## src/rtl/bta_pkg.sv

```systemverilog
package bta_pkg;
  typedef struct packed {
    logic all;
    logic hfp;
    logic hbp;
    logic hsa;
  } hsblk_t;

  function automatic logic hsblk_any(input hsblk_t b);
    return b.all | b.hfp | b.hbp | b.hsa;
  endfunction
endpackage

```

## src/rtl/bta_pkt_tracker.sv

```systemverilog
module bta_pkt_tracker #(
  parameter int WC_W         = 16,
  parameter int BYTES_PER_WR = 4
) (
  input  logic            clk,
  input  logic            rst,
  input  logic            pkt_start,
  input  logic            pkt_long,
  input  logic [WC_W-1:0] pkt_wc,
  input  logic            pkt_from_vport,
  input  logic            pay_wr,
  output logic            in_pkt,
  output logic            end_q,
  output logic            end_long_q,
  output logic            end_vport_q
);
  localparam logic [WC_W-1:0] BPW = WC_W'(BYTES_PER_WR);

  logic [WC_W-1:0] rem_q;
  logic            long_q;
  logic            vport_q;

  always_ff @(posedge clk) begin
    if (rst) begin
      rem_q       <= '0;
      in_pkt      <= 1'b0;
      end_q       <= 1'b0;
      end_long_q  <= 1'b0;
      end_vport_q <= 1'b0;
      long_q      <= 1'b0;
      vport_q     <= 1'b0;
    end else begin
      end_q <= 1'b0;
      if (!in_pkt && pkt_start) begin
        if (!pkt_long || pkt_wc == '0) begin
          end_q       <= 1'b1;
          end_long_q  <= pkt_long;
          end_vport_q <= pkt_from_vport;
        end else begin
          rem_q   <= pkt_wc;
          in_pkt  <= 1'b1;
          long_q  <= 1'b1;
          vport_q <= pkt_from_vport;
        end
      end else if (in_pkt && pay_wr) begin
        if (rem_q <= BPW) begin
          rem_q       <= '0;
          in_pkt      <= 1'b0;
          end_q       <= 1'b1;
          end_long_q  <= long_q;
          end_vport_q <= vport_q;
        end else begin
          rem_q <= rem_q - BPW;
        end
      end
    end
  end

  AST_REM_ZERO_IDLE: assert property (@(posedge clk) disable iff (rst)
    $fell(in_pkt) |-> rem_q == '0);
endmodule

```

## src/rtl/bta_gate.sv

```systemverilog
module bta_gate
  import bta_pkg::*;
(
  input  logic   vid_mode,
  input  logic   vid_blank,
  input  hsblk_t hsblk,
  output logic   gate_ok
);
  always_comb begin
    gate_ok = !vid_mode || (vid_blank && !hsblk_any(hsblk));
  end
endmodule

```

## src/rtl/bta_req_merge.sv

```systemverilog
module bta_req_merge (
  input  logic clk,
  input  logic rst,
  input  logic pkt_end,
  input  logic pkt_end_long,
  input  logic in_pkt,
  input  logic auto_short_en,
  input  logic auto_long_en,
  input  logic sw_bta_set,
  input  logic gate_ok,
  output logic issue_now,
  output logic sw_bta_q,
  output logic bta_issue
);
  logic auto_pend_q;
  logic auto_hit;

  always_comb begin
    auto_hit  = pkt_end && (pkt_end_long ? auto_long_en : auto_short_en);
    issue_now = (auto_pend_q || sw_bta_q) && !in_pkt && gate_ok;
  end

  always_ff @(posedge clk) begin
    if (rst) begin
      auto_pend_q <= 1'b0;
      sw_bta_q    <= 1'b0;
      bta_issue   <= 1'b0;
    end else begin
      bta_issue   <= issue_now;
      auto_pend_q <= issue_now ? 1'b0 : (auto_pend_q || auto_hit);
      sw_bta_q    <= sw_bta_set || (sw_bta_q && !issue_now);
    end
  end

  AST_MAN_CLEARED: assert property (@(posedge clk) disable iff (rst)
    $past(issue_now) && !$past(sw_bta_set) |-> !sw_bta_q);
endmodule

```

## src/rtl/bta_scheduler.sv

```systemverilog
module bta_scheduler
  import bta_pkg::*;
#(
  parameter int WC_W         = 16,
  parameter int BYTES_PER_WR = 4
) (
  input  logic            clk,
  input  logic            rst,
  input  logic            pkt_start,
  input  logic            pkt_long,
  input  logic [WC_W-1:0] pkt_wc,
  input  logic            pkt_from_vport,
  input  logic            pay_wr,
  input  logic            auto_short_en,
  input  logic            auto_long_en,
  input  logic            sw_bta_set,
  input  logic            hsblk_all,
  input  logic            hsblk_hfp,
  input  logic            hsblk_hbp,
  input  logic            hsblk_hsa,
  input  logic            vid_mode,
  input  logic            vid_blank,
  output logic            sw_bta_q,
  output logic            bta_issue,
  output logic            pkt_sent_irq
);
  logic   in_pkt, end_q, end_long_q, end_vport_q;
  logic   gate_ok, issue_now;
  hsblk_t hsblk;

  assign hsblk = '{all: hsblk_all, hfp: hsblk_hfp, hbp: hsblk_hbp, hsa: hsblk_hsa};

  bta_pkt_tracker #(.WC_W(WC_W), .BYTES_PER_WR(BYTES_PER_WR)) u_trk (
    .clk(clk), .rst(rst), .pkt_start(pkt_start), .pkt_long(pkt_long),
    .pkt_wc(pkt_wc), .pkt_from_vport(pkt_from_vport), .pay_wr(pay_wr),
    .in_pkt(in_pkt), .end_q(end_q), .end_long_q(end_long_q),
    .end_vport_q(end_vport_q)
  );

  bta_gate u_gate (
    .vid_mode(vid_mode), .vid_blank(vid_blank), .hsblk(hsblk), .gate_ok(gate_ok)
  );

  bta_req_merge u_merge (
    .clk(clk), .rst(rst), .pkt_end(end_q), .pkt_end_long(end_long_q),
    .in_pkt(in_pkt), .auto_short_en(auto_short_en), .auto_long_en(auto_long_en),
    .sw_bta_set(sw_bta_set), .gate_ok(gate_ok), .issue_now(issue_now),
    .sw_bta_q(sw_bta_q), .bta_issue(bta_issue)
  );

  always_ff @(posedge clk) begin
    if (rst) pkt_sent_irq <= 1'b0;
    else     pkt_sent_irq <= end_q && end_vport_q;
  end

  AST_NO_MID_PAYLOAD: assert property (@(posedge clk) disable iff (rst)
    in_pkt |-> !issue_now);
  AST_BLANK_HOLD: assert property (@(posedge clk) disable iff (rst)
    bta_issue && $past(vid_mode) |->
      $past(vid_blank) && !$past(hsblk_all | hsblk_hfp | hsblk_hbp | hsblk_hsa));
  AST_IRQ_AFTER_END: assert property (@(posedge clk) disable iff (rst)
    pkt_sent_irq |-> $past(end_q));
endmodule

```

## config.mk

```make
export PLATFORM = sky130hd
export DESIGN_NAME = bta_scheduler
export DESIGN_NICKNAME = d
export VERILOG_FILES = /design/src/rtl/bta_pkg.sv /design/src/rtl/bta_pkt_tracker.sv /design/src/rtl/bta_gate.sv /design/src/rtl/bta_req_merge.sv /design/src/rtl/bta_scheduler.sv
export SDC_FILE = /design/constraint.sdc
export NUM_CORES = 1
export LEC_CHECK = 0
export CORE_ASPECT_RATIO = 1.2
export CORE_MARGIN = 1.5
export CORE_UTILIZATION = 25
export CTS_BUF_LIST = sky130_fd_sc_hd__clkbuf_8
export DETAILED_ROUTE_END_ITERATION = 8
export SYNTH_ARGS = -nofsm -noshare
export SYNTH_HDL_FRONTEND = slang
export SYNTH_SLANG_ARGS = --single-unit
```

## constraint.sdc

```tcl
create_clock -name clk -period 6.1 [get_ports clk]
set_input_delay 1.83 -clock clk [delete_from_list [all_inputs] [get_ports clk]]
set_output_delay 1.83 -clock clk [all_outputs]
set_load 0.1 [all_outputs]
```

==> flow_metrics.py, run 1 <==
metrics = {
    "worst_setup_path": {
        "path_delay_family": "simple AND/OR/NAND/NOR gates",
        "slowest_stage": "or4_1",
        "critPathRequiredTime_ns": 6.29,
        "critical_path_arrival_ns": 4.23,
        "critPathBufInv": 1,
        "cpPeakStageDelay_ns": 0.56,
        "cp-start-kind": "input port",
        "path_max_fanout": 17,
        "critPathKind": "in2reg",
        "path_cells": "clkdlybuf4s50_1, or4_1, or4_4, a31oi_4, a21oi_1, o32ai_1",
        "end_kind": "flip-flop",
    },
    "floorplanning": {
        "core_sq_um": 5630,
        "rows": 30,
        "die_w_um": 72.6,
        "pin_count": 34,
        "die_y_um": 86.5,
        "start_util_pct": 25.8,
        "die-area_sq_um": 6280,
    },
    "placed_design": {
        "gp_congestion": 0.892,
        "pre_cts_slack_ns": 1.74,
        "dp_cells": 269,
        "io_buffers": 33,
        "hpwl_um": 3010,
    },
    "clock_tree": {
        "cts_resized": 0,
        "clk_path_buf_depth": 2,
        "htreeDepth": 1,
        "cts.reportedPaths.clkPinSlew_ns": 0.10,
        "cts_sinks": 26,
        "clkLatencyLatePin_ns": 0.28,
        "cts_hold_buf": 0,
        "cts_tree": "done",
        "cts_buffers": 3,
        "postCtsSetupBuffers": 0,
        "cts_root_buf": "clkbuf_8",
    },
    "synth": {
        "synth_cell_types": 42,
        "synthTopCellsByArea": "dfxtp_1 (36%), a21oi_1 (5.9%), nand2_1 (4.6%), o32ai_1 (4.2%), nor3_1 (4.1%)",
        "synth_ff_type": "dfxtp_1",
        "synth_seq_cells": 26,
        "yosysMostFrequentCell": "dfxtp_1",
        "async_flop_share_pct": 0,
        "synthTopCellsByCount": "dfxtp_1 (26), nand2_1 (18), a21oi_1 (17)",
        "yosysSeqAreaShare_pct": 35.8,
        "synth_area_per_cell_sq_um": 8.17,
        "synth_warnings": 0,
        "synth_top_area_cell": "dfxtp_1",
        "synth.cell_area_sq_um": 1450,
        "yosysTopAreaCellShare_pct": 35.8,
        "synth_edf_count": 0,
        "syn-num-nets": 211,
        "netlist_instances": 178,
    },
    "layout": {
        "fin_cells": 273,
        "synthToLayoutAreaGrowth_pct": 29.8,
        "diodes": 0,
        "drive_above_1_share_pct": 6.70,
        "nets": 243,
        "fillerInstances": 615,
    },
    "global_route": {
        "grt.total_usage_pct": 13.8,
        "grt_pass1_vias": 1472,
        "overflow": 0,
        "grt_first_pass_wirelength_um": 6900,
        "grt_max_degree": 28,
        "antenna_found_initial": 0,
    },
    "routing": {
        "vias": 1473,
        "ant_nets": 0,
        "wire_per_inst_um": 15.2,
        "drc": 0,
        "route.detailed.vias_per_inst": 5.40,
        "wl_um": 4140,
        "drt_iter0_drc": 64,
        "drt_first_pass_iters": 4,
    },
    "pwr": {
        "switching_power_uw": 159,
        "power_density_nw_per_um2": 247,
        "clkPwrFrac_pct": 25.4,
        "power_frac_comb_pct": 32.9,
        "leakagePower_nw": 0.670,
        "power_frac_seq_pct": 41.8,
        "p_int_uw": 306,
        "vdd_ir_drop_max_v": 0.000100,
        "switching_share_pct": 34.3,
    },
    "sta": {
        "rsz0062_at_grt": "false",
        "tns_ns": 0,
        "drv_slew": 0,
        "skew_ns": 0.00229,
        "post-route-period-util_pct": 66.4,
        "holdWs_ns": 0.479,
        "hold_viol_final": 0,
        "fmax_mhz": 247,
        "finalSetupViolations": 0,
        "fin_ws_ns": 2.05,
        "finalCriticalPeriod_ns": 4.05,
        "worst_pin_slew_ns": 1.23,
        "slew_headroom_pct": 18.2,
    },
    "outcome": {
        "status": "finished clean",
    },
    "worst_hold_path": {
        "hold_class": "reg2reg",
    },
    "run": {
        "drv_cap": 0,
    },
}
## area by class of cell
cell class                      count  area, sq um  share of cell area, %
Clock buffer                        4         55.1                   2.92
Inverter                           11         41.3                   2.19
Multi-Input combinational cell    133          845                   44.8
Sequential cell                    26          520                   27.6
Tap cell                           64         80.1                   4.24
Timing Repair Buffer               35          345                   18.3
## state kept, by name, indices dropped and copies added (netlist names)
register             count
pkt_sent_irq             1
u_merge.auto_pend_q      1
u_merge.sw_bta_q         1
u_trk.long_q             1
u_trk.end_vport_q        1
u_merge.bta_issue        1
u_trk.in_pkt             1
u_trk.vport_q            1
u_trk.rem_q             16
u_trk.end_q              1
u_trk.end_long_q         1
## final timing paths
| path | to | slack, ns | from | cells past startpoint |
|---|---|---|---|---|
| max | u_trk.rem_q[10] | 2.05 | pkt_wc[14] | 6 |
| min | u_trk.long_q | 0.48 | u_trk.long_q | 1 |
| max reg2reg | u_trk.rem_q[8] | 3.56 | u_trk.rem_q[6] | 5 |
| min reg2reg | u_trk.long_q | 0.48 | u_trk.long_q | 1 |
## cells by family after synthesis
| group | share of synthesized area (%) |
|---|---|
| AND/OR/NAND/NOR | 26.8 |
| multiplexers | 2.24 |
| buffers and inverters | 6.11 |
| AO/OA/AOI/OAI | 25.5 |
| XOR/XNOR | 1.81 |
| flip-flops | 35.8 |
| adder cells (fa/ha/maj) | 1.72 |
## power by group through the flow
stage	Combinational [mW]	Clock, mW	Sequential [mW]
4_1_cts	0.153	0.120	0.194
3_3_place_gp	0.150	0	0.198
5_1_grt	0.170	0.126	0.197
3_5_place_dp	0.151	0	0.198
2_1_floorplan	0.102	0	0.201
6_report	0.153	0.118	0.194
## stage by stage
| stage | utilization, % | instance area [sq um] | power, mW |
|---|---|---|---|
| CTS | 33.5 | 1890 | 0.467 |
| global route | 33.5 | 1890 | 0.493 |
| detailed placement | 32.5 | 1830 | 0.350 |
| global placement | 32.5 | 1830 | 0.348 |
| floorplan | - | 1450 | 0.303 |
| finish | 33.5 | 1890 | 0.465 |
## placed cells by master (no fill, tap or decap), types with 3 or more instances in the layout
| cell type | Yosys | layout |
|---|---|---|
| a21oi_1 | 17 | 17 |
| a221oi_1 | 5 | 5 |
| a22oi_1 | 4 | 4 |
| and2_1 | 3 | 3 |
| clkbuf_8 | 1 | 4 |
| clkdlybuf4s50_1 | 0 | 33 |
| dfxtp_1 | 26 | 26 |
| inv_1 | 11 | 11 |
| nand2_1 | 18 | 18 |
| nand3_1 | 7 | 7 |
| nor2_1 | 13 | 13 |
| nor3_1 | 12 | 12 |
| nor4_1 | 4 | 4 |
| o32ai_1 | 7 | 7 |
| or3_1 | 4 | 4 |
| or4_4 | 3 | 3 |
| xnor2_1 | 3 | 3 |
## metal layers
layer | routed length, um | part of all wire, % | track usage (%)
met3 | 281 | 6.8 | 2.09
met2 | 1900 | 46 | 23.8
met1 | 1900 | 46 | 17.7
met4 | 68 | 1.6 | 4.29
met5 | 0 | 0 | 0
Note: power is estimated with default switching activity, not from simulation.
==> run 2, diff against run 1 <==
clock period = 3.36 ns   (was 6.1 ns; I/O delays follow)
==> run 2 against run 1 <==
Against the previous run: power up 84%; first-iteration DRC count grew 31%; routed wire length up 1.4%; global-route usage hardly changed; highest routed layer unchanged.
==> flow_metrics.py, run 2 (synthesis results as in run 1) <==
metrics = {
    "layout": {
        "final_common_cell": "clkdlybuf4s50_1",
        "diodes": 0,
        "post-route-util_pct": 34.3,
        "synthToLayoutAreaGrowth_pct": 32.7,
        "nets": 248,
        "top_register": "u_trk.rem_q",
        "multiInputGateArea_sq_um": 845,
        "seq_area_sq_um": 520,
        "largest_reg_flops": 16,
        "postLayoutCellArea_sq_um": 1930,
        "drive_above_1_share_pct": 10.3,
        "fin_cells": 278,
        "final_cell_mix": "clkdlybuf4s50_1 (30), dfxtp_1 (26), nand2_1 (18)",
        "fillerInstances": 598,
    },
    "clock_tree": {
        "cts_sinks": 26,
        "cts_root_buf": "clkbuf_8",
        "postCtsSetupBuffers": 0,
        "clkLatencyLatePin_ns": 0.28,
        "cts.reportedPaths.clkPinSlew_ns": 0.09,
        "cts_buffers": 3,
        "cts_tree": "done",
        "cts_hold_buf": 0,
        "htreeDepth": 1,
        "clk_path_buf_depth": 2,
        "cts_resized": 0,
    },
    "sta": {
        "hold_viol_final": 0,
        "finalCriticalPeriod_ns": 3.06,
        "rsz0062_at_grt": "false",
        "post-route-period-util_pct": 91.2,
        "worst_pin_slew_ns": 1.02,
        "skew_ns": 0.00467,
        "tns_ns": 0,
        "fin_ws_ns": 0.296,
        "drv_slew": 0,
        "slew_headroom_pct": 31.2,
        "fmax_mhz": 326,
        "finalSetupViolations": 0,
    },
    "worst_setup_path": {
        "r2r-end": "u_trk.end_vport_q",
        "r2r_slack_ns": 1.13,
        "timing.rr.start": "u_trk.rem_q[9]",
        "cp-start-kind": "input port",
        "cpPeakStageDelay_ns": 0.58,
        "critical_path_arrival_ns": 3.25,
        "critPathRequiredTime_ns": 3.54,
        "critPathKind": "in2reg",
        "path_cells": "clkdlybuf4s50_1, or4_1, or4_4, a31oi_4, buf_12, a21oi_1, o32ai_1",
        "end_kind": "flip-flop",
        "slowest_stage": "or4_1",
        "r2r_cells": 5,
        "path_max_fanout": 17,
    },
    "worst_hold_path": {
        "hold_path_depth": 1,
        "hold_class": "reg2reg",
        "min_to": "u_trk.long_q",
        "min-delay-start": "u_trk.long_q",
    },
    "routing": {
        "wl_um": 4200,
        "drc": 0,
        "wire_per_inst_um": 15.1,
        "ant_nets": 0,
        "drt_iter0_drc": 84,
        "vias": 1490,
        "route.detailed.vias_per_inst": 5.36,
        "drt_first_pass_iters": 4,
    },
    "placed_design": {
        "io_buffers": 33,
        "dp_cells": 274,
        "pre_cts_slack_ns": 0.0142,
        "dpl_cell_area_sq_um": 1870,
        "gp_congestion": 0.852,
        "hpwl_um": 3160,
    },
    "global_route": {
        "overflow": 0,
        "grt_max_degree": 23,
        "grt.total_usage_pct": 13.8,
        "antenna_found_initial": 0,
        "grt_pass1_vias": 1373,
        "grt_first_pass_wirelength_um": 6760,
    },
    "floorplanning": {
        "rows": 30,
        "start_util_pct": 25.8,
        "die_y_um": 86.5,
        "die-area_sq_um": 6280,
        "pin_count": 34,
        "core_sq_um": 5630,
        "die_w_um": 72.6,
    },
    "outcome": {
        "status": "finished clean",
    },
    "pwr": {
        "vdd_ir_drop_max_v": 0.000153,
        "power_density_nw_per_um2": 444,
        "leakagePower_nw": 0.704,
    },
    "run": {
        "drv_cap": 0,
    },
}
==> run 2: changes by cell type in the layout (fill, tap and decap cells not counted) <==
cell | before | now
buf_12 | 0 | 1
buf_4 | 2 | 9
clkdlybuf4s50_1 | 33 | 30
==> run 2: report_power, final <==
part	internal, mW	leakage, nW	total, mW	switching [mW]
clock	0.105	0.0288	0.210	0.105
sequential	0.332	0.213	0.354	0.0214
combinational	0.130	0.462	0.292	0.162
==> run 2: metal layers <==
layer,track usage (%),vias up,part of all wire (%)
met5,0,-,0
met1,18.5,679,44
met3,2.33,10,7.6
met2,21.9,60,46
li1,-,741,-
met4,5.66,0,2.5
==> run 2: cell type report <==
cell class,instances,share of cell area [%]
Inverter,11,2.14
Sequential cell,26,27.0
Clock buffer,4,2.85
Multi-Input combinational cell,133,43.8
Tap cell,64,4.15
Timing Repair Buffer,40,20.1
==> run 2: critical path: cells and delay by family <==
family | cells | cell delay (ns)
buffers and inverters | 2 | 0.60
AO/OA/AOI/OAI | 3 | 0.49
AND/OR/NAND/NOR | 2 | 1.15
==> run 2: worst max-delay path by stage <==
stage | to | startpoint | cells after the start | slack, ns
3_5_place_dp | u_trk.rem_q[8] | pkt_wc[14] | 7 | 0.01
3_3_place_gp | u_trk.rem_q[3] | pkt_wc[6] | 7 | 0.07
5_1_grt | u_trk.rem_q[10] | pkt_wc[14] | 7 | 0.16
4_1_cts | u_trk.rem_q[8] | pkt_wc[14] | 7 | 0.30
6_report | u_trk.rem_q[8] | pkt_wc[14] | 7 | 0.30
2_1_floorplan | u_trk.rem_q[14] | pkt_wc[11] | 6 | 0.53
==> run 2: metrics by stage <==
step / power [mW] / hold slack, ns
3_3_place_gp: 0.651 / 0.449
6_report: 0.856 / 0.481
2_1_floorplan: 0.550 / 0.430
3_5_place_dp: 0.649 / 0.461
5_1_grt: 0.905 / 0.509
4_1_cts: 0.859 / 0.483
==> run 3, diff against run 2 <==
ABC_AREA = 1   (was not set)
==> run 3 against run 2 <==
Against the previous run: sequential share of layout area shrank 2.1 points; combinational power grew 3%; count of clock-buffer cells in the layout shrank 1; clock skew grew 0.0029 ns; largest cell class unchanged.
==> flow_metrics.py, run 3 <==
metrics = {
    "routing": {
        "wl_um": 4000,
        "route.detailed.vias_per_inst": 4.28,
        "drt_iter0_drc": 71,
        "drt_first_pass_iters": 4,
        "vias": 1653,
        "ant_nets": 0,
        "drc": 0,
        "wire_per_inst_um": 10.4,
    },
    "synth": {
        "synth_ff_type": "dfxtp_1",
        "async_flop_share_pct": 0,
        "synth_cell_types": 27,
        "synthTopCellsByArea": "dfxtp_1 (32%), nand2_1 (18%), nor2_1 (17%), o21ai_0 (4.6%), inv_1 (4.3%)",
        "yosysMostFrequentCell": "nand2_1",
        "netlist_instances": 271,
        "yosysTopAreaCellShare_pct": 31.6,
        "synth_edf_count": 0,
        "synth_area_per_cell_sq_um": 6.07,
        "synthTopCellsByCount": "nand2_1 (80), nor2_1 (73), dfxtp_1 (26)",
        "synth_seq_cells": 26,
        "synth_warnings": 0,
        "synth_top_area_cell": "dfxtp_1",
        "syn-num-nets": 304,
        "synth.cell_area_sq_um": 1650,
        "yosysSeqAreaShare_pct": 31.6,
    },
    "global_route": {
        "grt_pass1_vias": 1497,
        "antenna_found_initial": 0,
        "grt_max_degree": 27,
        "grt.total_usage_pct": 11.5,
        "grt_first_pass_wirelength_um": 6660,
        "overflow": 0,
    },
    "pwr": {
        "leakagePower_nw": 0.918,
        "power_density_nw_per_um2": 441,
        "vdd_ir_drop_max_v": 0.000175,
    },
    "floorplanning": {
        "rows": 32,
        "die-area_sq_um": 7080,
        "start_util_pct": 25.7,
        "pin_count": 34,
        "core_sq_um": 6410,
        "die_w_um": 77.1,
        "die_y_um": 91.9,
    },
    "worst_hold_path": {
        "min_to": "pkt_sent_irq",
        "hold_class": "reg2reg",
        "hold_path_depth": 2,
        "min-delay-start": "u_trk.end_vport_q",
    },
    "clock_tree": {
        "clkLatencyLatePin_ns": 0.27,
        "cts_tree": "done",
        "postCtsSetupBuffers": 0,
        "cts_sinks": 26,
        "cts_hold_buf": 0,
        "clk_path_buf_depth": 2,
        "cts_resized": 0,
        "htreeDepth": 1,
        "cts_buffers": 3,
        "cts.reportedPaths.clkPinSlew_ns": 0.10,
        "cts_root_buf": "clkbuf_8",
    },
    "sta": {
        "drv_slew": 0,
        "rsz0062_at_grt": "false",
        "finalSetupViolations": 0,
        "slew_headroom_pct": 65.3,
        "tns_ns": 0,
        "finalCriticalPeriod_ns": 2.49,
        "hold_viol_final": 0,
        "worst_pin_slew_ns": 0.520,
        "post-route-period-util_pct": 74.0,
        "fin_ws_ns": 0.873,
        "fmax_mhz": 402,
        "skew_ns": 0.00755,
    },
    "worst_setup_path": {
        "critical_path_arrival_ns": 2.65,
        "path_max_fanout": 26,
        "critPathLaunch": "pkt_wc[9]",
        "timing.rr.start": "u_trk.rem_q[2]",
        "r2r-end": "u_trk.end_long_q",
        "r2r_cells": 9,
        "cp-start-kind": "input port",
        "end_kind": "flip-flop",
        "critPathRequiredTime_ns": 3.53,
        "critPathKind": "in2reg",
        "r2r_slack_ns": 1.83,
    },
    "layout": {
        "diodes": 0,
        "nets": 335,
        "synthToLayoutAreaGrowth_pct": 27.1,
        "post-route-util_pct": 32.6,
        "largest_reg_flops": 16,
        "seq_area_sq_um": 520,
        "multiInputGateArea_sq_um": 995,
        "final_common_cell": "nand2_1",
        "drive_above_1_share_pct": 7.64,
        "top_register": "u_trk.rem_q",
        "fillerInstances": 729,
        "final_cell_mix": "nand2_1 (80), nor2_1 (73), clkdlybuf4s50_1 (30)",
    },
    "placed_design": {
        "gp_congestion": 0.759,
        "pre_cts_slack_ns": 0.570,
        "hpwl_um": 3020,
        "io_buffers": 33,
    },
    "run": {
        "drv_cap": 0,
    },
    "outcome": {
        "status": "finished clean",
    },
}
## run 3: cell type report
| class | instances | area share [%] |
|---|---|---|
| inverters | 20 | 3.59 |
| well taps | 85 | 5.09 |
| repair buffers | 33 | 15.4 |
| multi-input cells | 218 | 47.6 |
| clock buffers | 3 | 1.97 |
| clock inverters | 1 | 1.44 |
| flip-flops and latches | 26 | 24.9 |
## run 3: power breakdown
group / leakage, nW / total, mW / switching [mW] / internal, mW
sequential: 0.214 / 0.359 / 0.0247 / 0.335
combinational: 0.668 / 0.300 / 0.179 / 0.121
clock: 0.0357 / 0.262 / 0.103 / 0.159
## run 3: layer usage
metal / track usage [%] / part of all wire, % / wire length (um) / vias to the layer above
met5: 0 / 0 / 0 / -
met2: 19.5 / 46 / 1830 / 32
met1: 15.4 / 50 / 2000 / 714
met3: 1.79 / 3.8 / 150 / 4
li1: - / - / - / 903
met4: 2.27 / 0.53 / 21 / 0
## run 3: logic make-up after synthesis
kind of cell,Yosys count,share of synthesized area (%)
flip-flops,26,31.6
buffers and inverters,27,7.91
adder cells (fa/ha/maj),2,1.52
AO/OA/AOI/OAI,27,9.13
AND/OR/NAND/NOR,182,46.1
XOR/XNOR,7,3.73
## run 3: worst max path at each step
stage                            to  slack (ns)  depth (start not counted)
floorplan                  sw_bta_q        1.42                          0
global placement    u_trk.rem_q[11]        0.58                          9
detailed placement  u_trk.rem_q[13]        0.57                          9
CTS                 u_trk.rem_q[13]        0.86                          9
global route        u_trk.rem_q[10]        0.70                          9
finish              u_trk.rem_q[13]        0.87                          9
## run 3: stage by stage
stage	power, mW	cells	hold slack [ns]	instance area, sq um
floorplan	0.590	271	0.410	1650
global placement	0.663	382	0.419	2020
detailed placement	0.666	382	0.430	2020
CTS	0.935	386	0.445	2090
global route	0.987	386	0.459	2090
finish	0.922	386	0.441	2090
## run 3: critical path, cell delays in order
cell and delay [ns]:
clkdlybuf4s50_1 0.42, nor2_1 0.18, nand2_1 0.07, nor2_1 0.16, nand2_1 0.12, nand2_2 0.21
nand2_4 0.21, o21ai_0 0.21, nor2_1 0.06
